File: config.mk
export PLATFORM = sky130hd
export DESIGN_NAME = sram_lane_ctrl
export DESIGN_NICKNAME = d
export VERILOG_FILES = /design/src/rtl/sram_ctrl_pkg.sv /design/src/rtl/sram_phase_timer.sv /design/src/rtl/sram_turn_guard.sv /design/src/rtl/sram_lane_gate.sv /design/src/rtl/sram_lane_ctrl.sv
export SDC_FILE = /design/constraint.sdc
export NUM_CORES = 1
export LEC_CHECK = 0
export BUFFER_PORTS_ARGS = -buffer_cell sky130_fd_sc_hd__buf_4
export CELL_PAD_IN_SITES_DETAIL_PLACEMENT = 0
export CELL_PAD_IN_SITES_GLOBAL_PLACEMENT = 1
export CORE_MARGIN = 2
export CORE_UTILIZATION = 36
export CTS_CLUSTER_DIAMETER = 30
export DETAILED_ROUTE_END_ITERATION = 8
export PLACE_DENSITY = 0.78
export SLEW_MARGIN = 20
export SYNTH_ARGS = -nofsm -noshare
export SYNTH_HDL_FRONTEND = slang
export SYNTH_SLANG_ARGS = --single-unit
export TNS_END_PERCENT = 100
File: constraint.sdc
create_clock -name clk -period 2.8 [get_ports clk]
set_input_delay 0.14 -clock clk [delete_from_list [all_inputs] [get_ports clk]]
set_output_delay 0.14 -clock clk [all_outputs]
set_load 0.02 [all_outputs]
File: src/rtl/sram_ctrl_pkg.sv
`timescale 1ns/1ps
package sram_ctrl_pkg;

  typedef enum logic [2:0] {
    ST_PWRUP,
    ST_IDLE,
    ST_READ,
    ST_WPULSE,
    ST_WREC,
    ST_DONE
  } ctrl_st_t;

  // minimum time in ns -> whole clock cycles, rounded up
  function automatic int ns2cyc(input int ns, input int per);
    return (ns + per - 1) / per;
  endfunction

  function automatic int imax(input int a, input int b);
    return (a > b) ? a : b;
  endfunction

endpackage

File: src/rtl/sram_phase_timer.sv
`timescale 1ns/1ps
module sram_phase_timer #(
  parameter int CW      = 8,
  parameter int RST_LEN = 1
) (
  input  logic          clk,
  input  logic          rst,
  input  logic          load,
  input  logic [CW-1:0] len,
  output logic          expired
);

  logic [CW-1:0] cnt;

  // a phase of length L keeps expired low for L-1 cycles after loading
  always_ff @(posedge clk) begin
    if (rst) begin
      cnt <= CW'(RST_LEN - 1);
    end else if (load) begin
      cnt <= len - 1'b1;
    end else if (cnt != '0) begin
      cnt <= cnt - 1'b1;
    end
  end

  assign expired = (cnt == '0);

endmodule

File: src/rtl/sram_turn_guard.sv
`timescale 1ns/1ps
module sram_turn_guard #(
  parameter int HOLD = 3
) (
  input  logic clk,
  input  logic rst,
  input  logic start,
  output logic clear
);

  localparam int GW = $clog2(HOLD + 1);

  logic [GW-1:0] left;

  always_ff @(posedge clk) begin
    if (rst) begin
      left <= '0;
    end else if (start) begin
      left <= GW'(HOLD);
    end else if (left != '0) begin
      left <= left - 1'b1;
    end
  end

  assign clear = (left == '0);

endmodule

File: src/rtl/sram_lane_gate.sv
`timescale 1ns/1ps
module sram_lane_gate #(
  parameter int LANES = 2
) (
  input  logic [LANES-1:0]   en,
  input  logic [8*LANES-1:0] din,
  output logic [8*LANES-1:0] dout
);

  for (genvar g = 0; g < LANES; g++) begin : g_lane
    assign dout[8*g +: 8] = en[g] ? din[8*g +: 8] : 8'h00;
  end

endmodule

File: src/rtl/sram_lane_ctrl.sv
`timescale 1ns/1ps
module sram_lane_ctrl
  import sram_ctrl_pkg::*;
#(
  parameter int AW       = 18,
  parameter int DW       = 16,
  parameter int CLK_NS   = 10,
  parameter int T_RC_NS  = 85,
  parameter int T_WP_NS  = 60,
  parameter int T_DS_NS  = 45,
  parameter int T_WC_NS  = 85,
  parameter int T_HZ_NS  = 30,
  parameter int T_PU_NS  = 5000000
) (
  input  logic            clk,
  input  logic            rst,
  input  logic            req,
  input  logic            we,
  input  logic [AW-1:0]   addr,
  input  logic [DW-1:0]   wdata,
  input  logic [DW/8-1:0] bmask,
  output logic            ack,
  output logic [DW-1:0]   rdata,
  output logic [AW-1:0]   mem_a,
  output logic            mem_s1_n,
  output logic            mem_s2,
  output logic [DW/8-1:0] mem_bc_n,
  output logic            mem_w_n,
  output logic            mem_oe_n,
  output logic [DW-1:0]   mem_dq_o,
  output logic            mem_dq_oe,
  input  logic [DW-1:0]   mem_dq_i
);

  localparam int LANES   = DW / 8;
  localparam int RD_CYC  = imax(ns2cyc(T_RC_NS, CLK_NS), 1);
  localparam int WP_CYC  = imax(imax(ns2cyc(T_WP_NS, CLK_NS), ns2cyc(T_DS_NS, CLK_NS)), 1);
  localparam int WC_CYC  = ns2cyc(T_WC_NS, CLK_NS);
  localparam int REC_CYC = imax(WC_CYC - WP_CYC, 1);
  localparam int HZ_CYC  = imax(ns2cyc(T_HZ_NS, CLK_NS), 1);
  localparam int PU_CYC  = imax(ns2cyc(T_PU_NS, CLK_NS), 1);
  localparam int MAXLEN  = imax(imax(PU_CYC, RD_CYC), imax(WP_CYC, REC_CYC));
  localparam int TCW     = $clog2(MAXLEN + 1);

  ctrl_st_t       st;
  logic           tmr_load;
  logic [TCW-1:0] tmr_len;
  logic           tmr_done;
  logic           turn_clear;
  logic           any_lane;
  logic           accept_rd;
  logic           accept_wr;
  logic [DW-1:0]  rd_gated;

  assign any_lane  = |bmask;
  assign accept_rd = (st == ST_IDLE) && req && any_lane && !we;
  assign accept_wr = (st == ST_IDLE) && req && any_lane && we && turn_clear;
  assign tmr_load  = accept_rd || accept_wr || ((st == ST_WPULSE) && tmr_done);

  always_comb begin
    if (accept_rd)      tmr_len = TCW'(RD_CYC);
    else if (accept_wr) tmr_len = TCW'(WP_CYC);
    else                tmr_len = TCW'(REC_CYC);
  end

  sram_phase_timer #(.CW(TCW), .RST_LEN(PU_CYC)) u_timer (
    .clk     (clk),
    .rst     (rst),
    .load    (tmr_load),
    .len     (tmr_len),
    .expired (tmr_done)
  );

  sram_turn_guard #(.HOLD(HZ_CYC)) u_turn (
    .clk   (clk),
    .rst   (rst),
    .start ((st == ST_READ) && tmr_done),
    .clear (turn_clear)
  );

  sram_lane_gate #(.LANES(LANES)) u_gate (
    .en   (~mem_bc_n),
    .din  (mem_dq_i),
    .dout (rd_gated)
  );

  always_ff @(posedge clk) begin
    if (rst) begin
      st        <= ST_PWRUP;
      ack       <= 1'b0;
      rdata     <= '0;
      mem_a     <= '0;
      mem_s1_n  <= 1'b1;
      mem_s2    <= 1'b0;
      mem_bc_n  <= '1;
      mem_w_n   <= 1'b1;
      mem_oe_n  <= 1'b1;
      mem_dq_o  <= '0;
      mem_dq_oe <= 1'b0;
    end else begin
      ack <= 1'b0;
      unique case (st)
        ST_PWRUP: begin
          if (tmr_done) st <= ST_IDLE;
        end
        ST_IDLE: begin
          if (req && !any_lane) begin
            ack <= 1'b1;
            st  <= ST_DONE;
          end else if (accept_rd) begin
            mem_a    <= addr;
            mem_s1_n <= 1'b0;
            mem_s2   <= 1'b1;
            mem_bc_n <= ~bmask;
            mem_oe_n <= 1'b0;
            st       <= ST_READ;
          end else if (accept_wr) begin
            mem_a     <= addr;
            mem_s1_n  <= 1'b0;
            mem_s2    <= 1'b1;
            mem_bc_n  <= ~bmask;
            mem_w_n   <= 1'b0;
            mem_dq_o  <= wdata;
            mem_dq_oe <= 1'b1;
            st        <= ST_WPULSE;
          end
        end
        ST_READ: begin
          if (tmr_done) begin
            rdata    <= rd_gated;
            mem_s1_n <= 1'b1;
            mem_s2   <= 1'b0;
            mem_bc_n <= '1;
            mem_oe_n <= 1'b1;
            ack      <= 1'b1;
            st       <= ST_DONE;
          end
        end
        ST_WPULSE: begin
          if (tmr_done) begin
            mem_w_n <= 1'b1;
            st      <= ST_WREC;
          end
        end
        ST_WREC: begin
          if (tmr_done) begin
            mem_s1_n  <= 1'b1;
            mem_s2    <= 1'b0;
            mem_bc_n  <= '1;
            mem_dq_oe <= 1'b0;
            ack       <= 1'b1;
            st        <= ST_DONE;
          end
        end
        default: st <= ST_IDLE;
      endcase
    end
  end

endmodule

==> summary.txt <==
Clocking
  – CTS tree: done
  – Post-CTS Resized: 0
  – Clock latency at the later pin of the worst-skew pair: 350 ps
  – Clock Pin Slew Worst Setup and Hold Paths: 80 ps
  – Clk buf depth: 2
  – CTS HTree Levels: 3
  – Clk sinks: 82
  – Root buffer cell: clkbuf_8
  – CTS Buf Count: 9
  – Post-CTS setup buffers: 0

Place
  – RD Place Congestion: 0.820
  – Pre-CTS worst setup slack: ~250 ps
  – HPWL after DPL: 6020 um
  – PortBufs: 113

Yosys
  – Ys async rst share: 0%
  – Top_reg_cell synth: dfxtp_1
  – Synth unique cells: 54
  – Post-synth top cells: 89 x nand2_1, 82 x dfxtp_1, 57 x a21oi_1
  – Sequential area share after synthesis: approximately half
  – Seq cells post-synth: 82
  – Synth Net Count: 462
  – Cell Area, Synth: 0.00338 mm2
  – Syn Area/Cell: 8.36 um2
  – Synth area leader: dfxtp_1
  – Post-synth EDFFs: 0
  – Most numerous cell in the Yosys netlist: nand2_1
  – Warnings, synthesis: 0
  – Synth top area cells: dfxtp_1 49%, nand2_1 9.9%, a21oi_1 8.4%, nand3b_1 3.8%, nor2_1 2.9%
  – Gate Count Post-Synth: about 400
  – Top cell type's share of synthesized area: 48.6%

STA
  – RSZ-0062 raised after global routing: no
  – F_max: roughly 400 MHz
  – Slew Limit Fails: 0
  – Final TNS setup: 0 ps
  – Tmin final: around 2600 ps
  – Post-route setup slack: 229 ps
  – Crit share post-route: 91.8%
  – Endpoints failing setup: 0
  – Tightest Pin Transition: approximately 730 ps
  – Final hold violations: 0
  – Slew margin rel.: 51.5%
  – Setup Skew: ~7.0 ps

Worst setup path
  – Reg2reg path depth: 5
  – CP Cell Sequence: or4_1 -> or3_4 -> or4_4 -> or2_0 -> a311o_1
  – Worst path bufs/invs: 0
  – WP data arrival: about 2800 ps
  – CP startpoint kind: register
  – Max FO, Critical Path: 6
  – Top delay family on crit path: simple AND/OR/NAND/NOR gates
  – Crit Path Class: reg2reg
  – Reg2Reg Setup Slack: 230 ps
  – R2r startpoint: u_timer.cnt[4]
  – Setup crit start: u_timer.cnt[4]
  – Crit-path slowest cell: or4_1
  – Req. time, crit path: 3040 ps
  – RR Endpoint: u_timer.cnt[17]
  – Endpoint type of the worst setup path: register
  – Crit-path max cell delay: 640 ps

Floorplan
  – Rows: 35
  – Ports: 114
  – Chip Width: 101 um
  – Core Area: 0.00915 mm2
  – DIE AREA: 0.0102 mm2
  – Die extent in y: about 100 um
  – Initial Util: 36.9%

Global routing
  – Gr usage total: 17.8%
  – First-pass GRT wire length: 14500 um
  – Total congestion overflow: 0
  – Vias in the first global route: a little over 3000
  – Largest net degree at the start of global routing: 47
  – Initial antenna violation count: 0

Final layout
  – Share of layout cells above drive strength 1: about 28%
  – Post-layout util: 49.8%
  – Antenna diodes: 0
  – Layout fillers: 909
  – P&R area growth vs syn: 34.8%
  – Nets@finish: approximately 570

Routing
  – Routed WL: 8840 um
  – Initial DRC count: 148
  – Routed via count: approximately 3200
  – Residual DRC: 0
  – Antenna-violating nets left: 0
  – DRT Pass-1 Iters: 4
  – Routed wire length per instance: approximately 14 um
  – Vias/cell: approximately 5.0

Worst hold path
  – Hold_sp: addr[16]
  – Hold Path Depth: 3
  – Worst hold path type: in2reg
  – Hold Path End: mem_a[16]

Power and ir drop
  – PwrDens: roughly 510 mW/mm2
  – LEAKAGE: 1.77 nW
  – Largest vdd supply drop: ~290 uV
  – Pwr Total: 0.00230 W

Status
  – Outcome: complete, no violations

Run
  – Max Cap Violations: 0
[kinds of logic (layout without fill, tap and decap cells)]
logic type | Yosys count | after routing | synth area share [%]
compound gates | 98 | 98 | 17.4
xor+xnor | 13 | 13 | 3.37
fa+ha+maj | 2 | 2 | 0.741
buf+inv | 35 | 150 | 4.67
flops | 82 | 82 | 48.6
mux | 1 | 1 | 0.333
simple gates | 173 | 173 | 24.9
[how the worst max path moves through the flow]
| stage | cells after the start | slack (ps) | to |
|---|---|---|---|
| floorplan | 6 | 310 | u_timer.cnt[17] |
| global placement | 5 | 260 | u_timer.cnt[17] |
| detailed placement | 5 | 250 | u_timer.cnt[17] |
| CTS | 5 | 240 | u_timer.cnt[17] |
| global route | 7 | 90 | u_timer.cnt[17] |
| finish | 5 | 230 | u_timer.cnt[17] |
[area by class of cell]
cell class / count / area, um2 / share of cell area (%)
Timing Repair Buffer: 125 / 943 / 20.7
Inverter: 10 / 37.5 / 0.824
Clock inverter: 5 / 80.1 / 1.76
Sequential cell: 82 / 1640 / 36.0
Tap cell: 111 / 139 / 3.05
Clock buffer: 10 / 128 / 2.80
Multi-Input combinational cell: 287 / 1590 / 34.8
[worst min-delay path: cells and delay by family]
kind | cells | cell delay [ps]
and+or+nand+nor | 1 | 40
AOI/OAI and AO/OA | 1 | 50
buffers and inverters | 1 | 110
[routing by layer]
layer | track usage [%] | part of all wire [%]
met5 | 0 | 0
met2 | 28.7 | 46
met1 | 22.8 | 47
met3 | 5.13 | 5.5
met4 | 6.22 | 1.1
[power breakdown]
group	switching [W]	internal, W
Clock	0.000434	0.000497
Combinational	0.0000839	0.0000961
Sequential	0.00000924	0.00118
Total	0.000527	0.00177
[layout by cell type, fill, tap and decap left out, types with 5 or more instances in the layout]
cell,synthesis,final
nand2_1,89,89
or4_1,5,5
o211ai_1,8,8
nand3b_1,17,17
clkbuf_8,1,9
o21ai_0,6,6
dfxtp_1,82,82
buf_4,1,123
inv_1,9,9
a21oi_1,57,57
xor2_1,11,11
nor2_1,26,26
nor3_1,7,7
[stage by stage]
stage / hold slack (ps) / instance area [um2] / instances
2_1_floorplan: 261 / 3380 / 404
3_3_place_gp: 370 / 4330 / 613
3_5_place_dp: 371 / 4330 / 613
4_1_cts: 16.8 / 4550 / 630
5_1_grt: 16.0 / 4550 / 630
6_report: 34.7 / 4550 / 630
[sequential cells by signal (all words and copies together) (netlist names)]
name and flops:
mem_bc_n 2, mem_w_n 1, rdata 16, st 3, mem_s1_n 1, mem_dq_o 16, mem_a 18, mem_dq_oe 1
mem_oe_n 1, u_turn.left 2, ack 1, u_timer.cnt 19, mem_s2 1
[what timing repair did]
action / in CTS / in global routing
endpoints found under the hold margin: 2 / 0
hold buffers: 2 / 0
setup endpoints to repair: 0 / 0
Note: power is estimated with default switching activity, not from simulation.
